### src/rtl/cal_pkg.sv
package cal_pkg;

  localparam int REG_W  = 32;
  localparam int DIV_W  = 16;
  localparam int TRIM_W = 16;
  localparam int YEAR_W = 12;
  localparam int MON_W  = 4;
  localparam int DAY_W  = 5;
  localparam int HOUR_W = 5;
  localparam int MIN_W  = 6;
  localparam int SEC_W  = 6;
  localparam int DOW_W  = 3;
  localparam int WOM_W  = 3;

  typedef enum logic [1:0] {
    SEL_DIVTRIM = 2'd0,
    SEL_DATE    = 2'd1,
    SEL_TIME    = 2'd2,
    SEL_NONE    = 2'd3
  } wr_sel_e;

  // Field order matches the packed date layout (year high, day low).
  typedef struct packed {
    logic [YEAR_W-1:0] year;
    logic [MON_W-1:0]  month;
    logic [DAY_W-1:0]  day;
  } cal_date_t;

  // Field order matches the packed time layout (week high, second low).
  typedef struct packed {
    logic [WOM_W-1:0]  wom;
    logic [DOW_W-1:0]  dow;
    logic [HOUR_W-1:0] hour;
    logic [MIN_W-1:0]  minute;
    logic [SEC_W-1:0]  second;
  } cal_time_t;

  localparam int DATE_W = $bits(cal_date_t);
  localparam int TIME_W = $bits(cal_time_t);

  function automatic logic is_leap(input logic [YEAR_W-1:0] y);
    logic by4, by100, by400;
    by4   = (y[1:0] == 2'b00);
    by100 = ((y % YEAR_W'(100)) == '0);
    by400 = ((y % YEAR_W'(400)) == '0);
    return by4 && (!by100 || by400);
  endfunction

  function automatic logic [DAY_W-1:0] month_days(input logic [YEAR_W-1:0] y,
                                                  input logic [MON_W-1:0]  m);
    logic [DAY_W-1:0] n;
    case (m)
      MON_W'(2):                          n = is_leap(y) ? DAY_W'(29) : DAY_W'(28);
      MON_W'(4), MON_W'(6),
      MON_W'(9), MON_W'(11):              n = DAY_W'(30);
      default:                            n = DAY_W'(31);
    endcase
    return n;
  endfunction

  function automatic logic [WOM_W-1:0] week_of_month(input logic [DAY_W-1:0] d);
    logic [DAY_W:0] s;
    s = {1'b0, d} + (DAY_W+1)'(6);
    return WOM_W'(s / (DAY_W+1)'(7));
  endfunction

endpackage

### src/rtl/cal_prescaler.sv
module cal_prescaler
  import cal_pkg::*;
#(
  parameter int CNT_W = DIV_W
) (
  input  logic             clk,
  input  logic             rst_n,
  input  logic             restart,
  input  logic [CNT_W-1:0] limit,
  output logic             wrap
);

  logic [CNT_W-1:0] cnt_q;

  // >= also covers a limit lowered below the running count.
  assign wrap = (cnt_q >= limit);

  always_ff @(posedge clk) begin
    if (!rst_n)                cnt_q <= '0;
    else if (restart || wrap)  cnt_q <= '0;
    else                       cnt_q <= cnt_q + CNT_W'(1);
  end

endmodule

### src/rtl/cal_tod.sv
module cal_tod
  import cal_pkg::*;
#(
  parameter cal_time_t RST_VAL = '0
) (
  input  logic             clk,
  input  logic             rst_n,
  input  logic             step,
  input  logic             load,
  input  cal_time_t        load_val,
  input  logic             wom_set,
  input  logic [WOM_W-1:0] wom_val,
  output cal_time_t        tod_q,
  output logic             day_carry
);

  localparam logic [SEC_W-1:0]  SEC_LAST  = SEC_W'(59);
  localparam logic [MIN_W-1:0]  MIN_LAST  = MIN_W'(59);
  localparam logic [HOUR_W-1:0] HOUR_LAST = HOUR_W'(23);
  localparam logic [DOW_W-1:0]  DOW_LAST  = DOW_W'(7);
  localparam logic [DOW_W-1:0]  DOW_FIRST = DOW_W'(1);

  logic sec_wrap, min_wrap, hour_wrap;
  logic min_step, hour_step;
  cal_time_t tod_d;

  assign sec_wrap  = (tod_q.second >= SEC_LAST);
  assign min_wrap  = (tod_q.minute >= MIN_LAST);
  assign hour_wrap = (tod_q.hour   >= HOUR_LAST);
  assign min_step  = step & sec_wrap;
  assign hour_step = min_step & min_wrap;
  assign day_carry = hour_step & hour_wrap;

  always_comb begin
    tod_d = tod_q;
    if (load) begin
      tod_d = load_val;
    end else if (step) begin
      tod_d.second = sec_wrap ? '0 : tod_q.second + SEC_W'(1);
      if (min_step)
        tod_d.minute = min_wrap ? '0 : tod_q.minute + MIN_W'(1);
      if (hour_step)
        tod_d.hour = hour_wrap ? '0 : tod_q.hour + HOUR_W'(1);
      if (day_carry)
        tod_d.dow = (tod_q.dow >= DOW_LAST) ? DOW_FIRST : tod_q.dow + DOW_W'(1);
    end
    if (wom_set)
      tod_d.wom = wom_val;
  end

  always_ff @(posedge clk) begin
    if (!rst_n) tod_q <= RST_VAL;
    else        tod_q <= tod_d;
  end

endmodule

### src/rtl/cal_date.sv
module cal_date
  import cal_pkg::*;
#(
  parameter cal_date_t RST_VAL = '0
) (
  input  logic             clk,
  input  logic             rst_n,
  input  logic             step,
  input  logic             load,
  input  cal_date_t        load_val,
  output cal_date_t        date_q,
  output logic [DAY_W-1:0] day_next
);

  localparam logic [MON_W-1:0] MON_LAST = MON_W'(12);

  logic [DAY_W-1:0] month_len;
  logic             end_of_month, end_of_year;
  cal_date_t        date_d;

  assign month_len    = month_days(date_q.year, date_q.month);
  assign end_of_month = (date_q.day >= month_len);
  assign end_of_year  = (date_q.month >= MON_LAST);
  assign day_next     = end_of_month ? DAY_W'(1) : date_q.day + DAY_W'(1);

  always_comb begin
    date_d = date_q;
    if (load) begin
      date_d = load_val;
    end else if (step) begin
      date_d.day = day_next;
      if (end_of_month) begin
        date_d.month = end_of_year ? MON_W'(1) : date_q.month + MON_W'(1);
        if (end_of_year)
          date_d.year = date_q.year + YEAR_W'(1);
      end
    end
  end

  always_ff @(posedge clk) begin
    if (!rst_n) date_q <= RST_VAL;
    else        date_q <= date_d;
  end

endmodule

### src/rtl/cal_clock_core.sv
module cal_clock_core
  import cal_pkg::*;
#(
  parameter int unsigned RESET_YEAR   = 2000,
  parameter int unsigned RESET_MONTH  = 1,
  parameter int unsigned RESET_DAY    = 1,
  parameter int unsigned RESET_DOW    = 1,
  parameter int unsigned RESET_DIVIDE = 32767
) (
  input  logic             clk,
  input  logic             rst_n,
  input  logic             wr_en,
  input  logic [1:0]       wr_sel,
  input  logic [REG_W-1:0] wr_data,
  output logic             sec_tick,
  output logic [REG_W-1:0] date_word,
  output logic [REG_W-1:0] time_word,
  output logic [REG_W-1:0] divtrim_word
);

  localparam cal_date_t DATE_RST = '{
    year:  YEAR_W'(RESET_YEAR),
    month: MON_W'(RESET_MONTH),
    day:   DAY_W'(RESET_DAY)
  };
  localparam cal_time_t TIME_RST = '{
    wom:    week_of_month(DAY_W'(RESET_DAY)),
    dow:    DOW_W'(RESET_DOW),
    hour:   '0,
    minute: '0,
    second: '0
  };
  localparam logic [REG_W-1:0] DIVTRIM_RST = {{TRIM_W{1'b0}}, DIV_W'(RESET_DIVIDE)};

  wr_sel_e          sel;
  logic             load_div, load_date, load_time, any_load;
  logic             wrap_raw, day_carry;
  logic [REG_W-1:0] divtrim_q;
  cal_date_t        date_q, date_wr;
  cal_time_t        tod_q, time_wr;
  logic [DAY_W-1:0] day_next, wom_day;
  logic             wom_set;
  logic [WOM_W-1:0] wom_val;

  assign sel       = wr_sel_e'(wr_sel);
  assign load_div  = wr_en && (sel == SEL_DIVTRIM);
  assign load_date = wr_en && (sel == SEL_DATE);
  assign load_time = wr_en && (sel == SEL_TIME);
  assign any_load  = load_div | load_date | load_time;

  assign date_wr = cal_date_t'(wr_data[DATE_W-1:0]);
  assign time_wr = cal_time_t'(wr_data[TIME_W-1:0]);

  always_ff @(posedge clk) begin
    if (!rst_n)        divtrim_q <= DIVTRIM_RST;
    else if (load_div) divtrim_q <= wr_data;
  end

  cal_prescaler #(.CNT_W(DIV_W)) u_presc (
    .clk     (clk),
    .rst_n   (rst_n),
    .restart (any_load),
    .limit   (divtrim_q[DIV_W-1:0]),
    .wrap    (wrap_raw)
  );

  // A register write owns its cycle: the pending wrap is dropped.
  assign sec_tick = wrap_raw & ~any_load;

  cal_date #(.RST_VAL(DATE_RST)) u_date (
    .clk      (clk),
    .rst_n    (rst_n),
    .step     (day_carry),
    .load     (load_date),
    .load_val (date_wr),
    .date_q   (date_q),
    .day_next (day_next)
  );

  assign wom_set = load_date | day_carry;
  assign wom_day = load_date ? date_wr.day : day_next;
  assign wom_val = week_of_month(wom_day);

  cal_tod #(.RST_VAL(TIME_RST)) u_tod (
    .clk       (clk),
    .rst_n     (rst_n),
    .step      (sec_tick),
    .load      (load_time),
    .load_val  (time_wr),
    .wom_set   (wom_set),
    .wom_val   (wom_val),
    .tod_q     (tod_q),
    .day_carry (day_carry)
  );

  assign date_word    = REG_W'(date_q);
  assign time_word    = REG_W'(tod_q);
  assign divtrim_word = divtrim_q;

endmodule

### config.mk
export PLATFORM = sky130hd
export DESIGN_NAME = cal_clock_core
export DESIGN_NICKNAME = d
export VERILOG_FILES = /design/src/rtl/cal_pkg.sv /design/src/rtl/cal_prescaler.sv /design/src/rtl/cal_tod.sv /design/src/rtl/cal_date.sv /design/src/rtl/cal_clock_core.sv
export SDC_FILE = /design/constraint.sdc
export NUM_CORES = 1
export LEC_CHECK = 0
export BUFFER_PORTS_ARGS = -buffer_cell sky130_fd_sc_hd__buf_2
export CAP_MARGIN = 25
export CORE_ASPECT_RATIO = 0.75
export CORE_MARGIN = 2
export CORE_UTILIZATION = 45
export CTS_CLUSTER_SIZE = 40
export DETAILED_ROUTE_END_ITERATION = 8
export PLACE_DENSITY_LB_ADDON = 0.12
export SLEW_MARGIN = 30
export SYNTH_ARGS = -nofsm -noshare
export SYNTH_HDL_FRONTEND = slang
export SYNTH_SLANG_ARGS = --single-unit
### constraint.sdc
create_clock -name clk -period 8.6 [get_ports clk]
set_input_delay 0.86 -clock clk [delete_from_list [all_inputs] [get_ports clk]]
set_output_delay 0.86 -clock clk [all_outputs]
set_load 0.05 [all_outputs]
==> results by group <==
Cells and area
  – Antenna diode count: 0
  – Final nets: 955
  – Fin util: 52.9%
  – Layout area overhead: 14.2%
  – Non-Filler Instances: 1059
  – Share of cells above drive strength 1: 16.6%
  – Post-route design area: 6910 um^2

Setup path
  – Crit path max fanout: 17
  – WP data required: 8800 ps
  – Most common cell on crit path: a311o_1
  – Worst EP arrival: 7880 ps
  – Critical path startpoint category: register
  – Kind of critical path: reg -> reg
  – Worst Setup End Kind: register
  – Slowest cell on the critical path: dfxtp_1
  – CP peak stage delay: 670 ps

Yosys
  – FF+latch count, synth: 92
  – Mapped Avg Cell Area: 7.60 um^2
  – Area leader, netlist: dfxtp_1
  – Post-synth EDFFs: 0
  – Ys Warns: 0
  – Post-synth top area share: 30.4%
  – Synth async-reset ratio: 0%
  – Ranking of synthesized cells by area: dfxtp_1 30%, nand2_1 7.4%, ha_1 7.2%, nor2_1 5.1%, a21oi_1 4.1%
  – Ys flop type: dfxtp_1
  – Distinct cell type count after synthesis: 74
  – Post-Synthesis Cells: 797
  – Post-Synthesis Cell Area: 6050 um^2
  – Most frequent cell after synthesis: nand2_1
  – Most instantiated cells after synthesis: 120 x nand2_1, 92 x dfxtp_1, 82 x nor2_1
  – Post-synthesis sequential area ratio: 30.4%

Timing
  – Fmax: 130 MHz
  – Relative slew margins: 37.9%
  – Worst-Margin Slew: 931 ps
  – Hold Violations, Final: 0
  – Fin crit share: 89.3%
  – Setup TNS: 0 ps
  – Fin crit period: 7680 ps
  – Final Setup Violations: 0
  – Hold WS: 459 ps
  – Final Max Slew Viols: 0
  – Clk_skew: 10.4 ps
  – RSZ-0062 raised after global routing: no

Clocking
  – Postcts setup bufs: 0
  – CTS max path bufs: 2
  – PostCTS Resize Cnt: 0
  – Clock transition at path regs: 70 ps
  – TritonCTS clock tree: yes
  – CTS buffer count: 9
  – CTS H-tree lvls: 3
  – Worst-skew pair later-pin latency: 350 ps
  – Cts hold-fix bufs: 0
  – CTS Sinks: 92
  – Root buf cell: clkbuf_16

Detailed routing
  – # DRC: 0
  – First-pass DRT Iterations: 6
  – DR vias: 5969
  – Vias/cell: 5.64
  – Per-cell routed wire length: 16.4 um
  – Routed Antenna Nets: 0
  – DRT iter0 DRCs: 386
  – Total routed wirelength: 17300 um

Job
  – Max-Cap Viols: 0

Global route
  – Total GRT Usage: 24.3%
  – Overflow after GRT: 0
  – Antenna violations before repair: 0
  – First-pass GRT wire length: 28200 um
  – Vias in the first global route: 5500
  – Maximum number of pins on one net before global-route repair: 36

Floorplanning
  – Core footprint: 13100 um^2
  – Die H: 104 um
  – DIE AREA: 14400 um^2
  – IO Pins: 134
  – Initial Util: 46.3%
  – Site row count: 36
  – Die Wd: 138 um

Place
  – IO buf count: 113
  – Post-DP HPWL: 13100 um
  – Dpl cell area: 6610 um^2
  – Placed Cells: 1043
  – Gpl congestion: 0.901

Power
  – Leakage Power: 0.00305 uW
  – Pwr/cell area: 165 nW/um^2
  – VDD IR-drop max: 98.3 uV

Worst hold path
  – Hold WC Path Type: reg -> reg

Run status
  – Outcome: complete, no violations
-- final timing paths --
check                                        from               end  slack, ps  cells past startpoint
worst min register to register   divtrim_word[16]  divtrim_word[16]        460                      2
worst max-delay path            u_date.date_q[18]   u_tod.tod_q[20]        920                     28
worst max register to register  u_date.date_q[18]   u_tod.tod_q[20]        920                     28
worst min-delay path             divtrim_word[16]  divtrim_word[16]        460                      2
-- flip-flops by register name, summed over array words and instances, names as in the netlist --
register	count
u_date.date_q	21
u_tod.tod_q	23
u_presc.cnt_q	16
divtrim_word	32
-- layout make-up --
class                           count  area [um^2]
Fill cell                        1311         6150
Multi-Input combinational cell    623         3810
Sequential cell                    92         1840
Timing Repair Buffer              116          588
Clock buffer                        9          225
Tap cell                          171          214
Inverter                           41          154
Clock inverter                      7         80.1
-- cell usage in the layout (no fill, tap or decap), types with 22 or more instances in the layout --
cell,count
nand2_1,120
nor2_1,81
inv_1,40
a21oi_1,50
nand3_1,27
ha_1,35
o21ai_0,39
dfxtp_1,92
buf_2,113
o211ai_1,22
-- where the power goes --
group          internal, uW  switching, uW  total (uW)
logic                  83.3            186         270
clock network           230            182         412
registers               440           19.3         460
-- logic make-up (layout without fill, tap and decap cells) --
group / after synthesis / in the layout / share of synthesized area [%]
adders and majority gates: 36 / 36 / 7.40
DFF: 92 / 92 / 30.4
buffers and inverters: 101 / 173 / 7.94
and+or+nand+nor: 308 / 308 / 23.1
muxes: 12 / 12 / 2.07
other: 1 / 20 / 0.0619
AOI/OAI and AO/OA: 213 / 213 / 24.1
xor gates and xnor gates: 34 / 34 / 4.92
-- layer usage --
metal	GRT usage [%]	vias up	wire, um
li1	-	2955	-
met1	35.5	2818	8520
met2	37.0	183	7630
met3	5.65	13	1080
met4	3.50	0	119
met5	0	-	0
-- through the flow --
| step | total power (uW) | worst slack (ps) |
|---|---|---|
| global placement | 730 | 1440 |
| floorplan | 679 | 1910 |
| detailed placement | 735 | 1070 |
| global route | 1190 | 255 |
| CTS | 1150 | 1020 |
| finish | 1140 | 919 |
-- worst max-delay path: cells and delay by family (launching register included) --
kind                     cells  cell delay, ps
AND/OR/NAND/NOR              5            1120
buffers and inverters        1             110
adder cells (fa/ha/maj)      2             530
XOR/XNOR                     1             180
flip-flops                   1             670
multiplexers                 2             590
AO/OA/AOI/OAI               17            4330
Power figures use the tool's default switching activity.
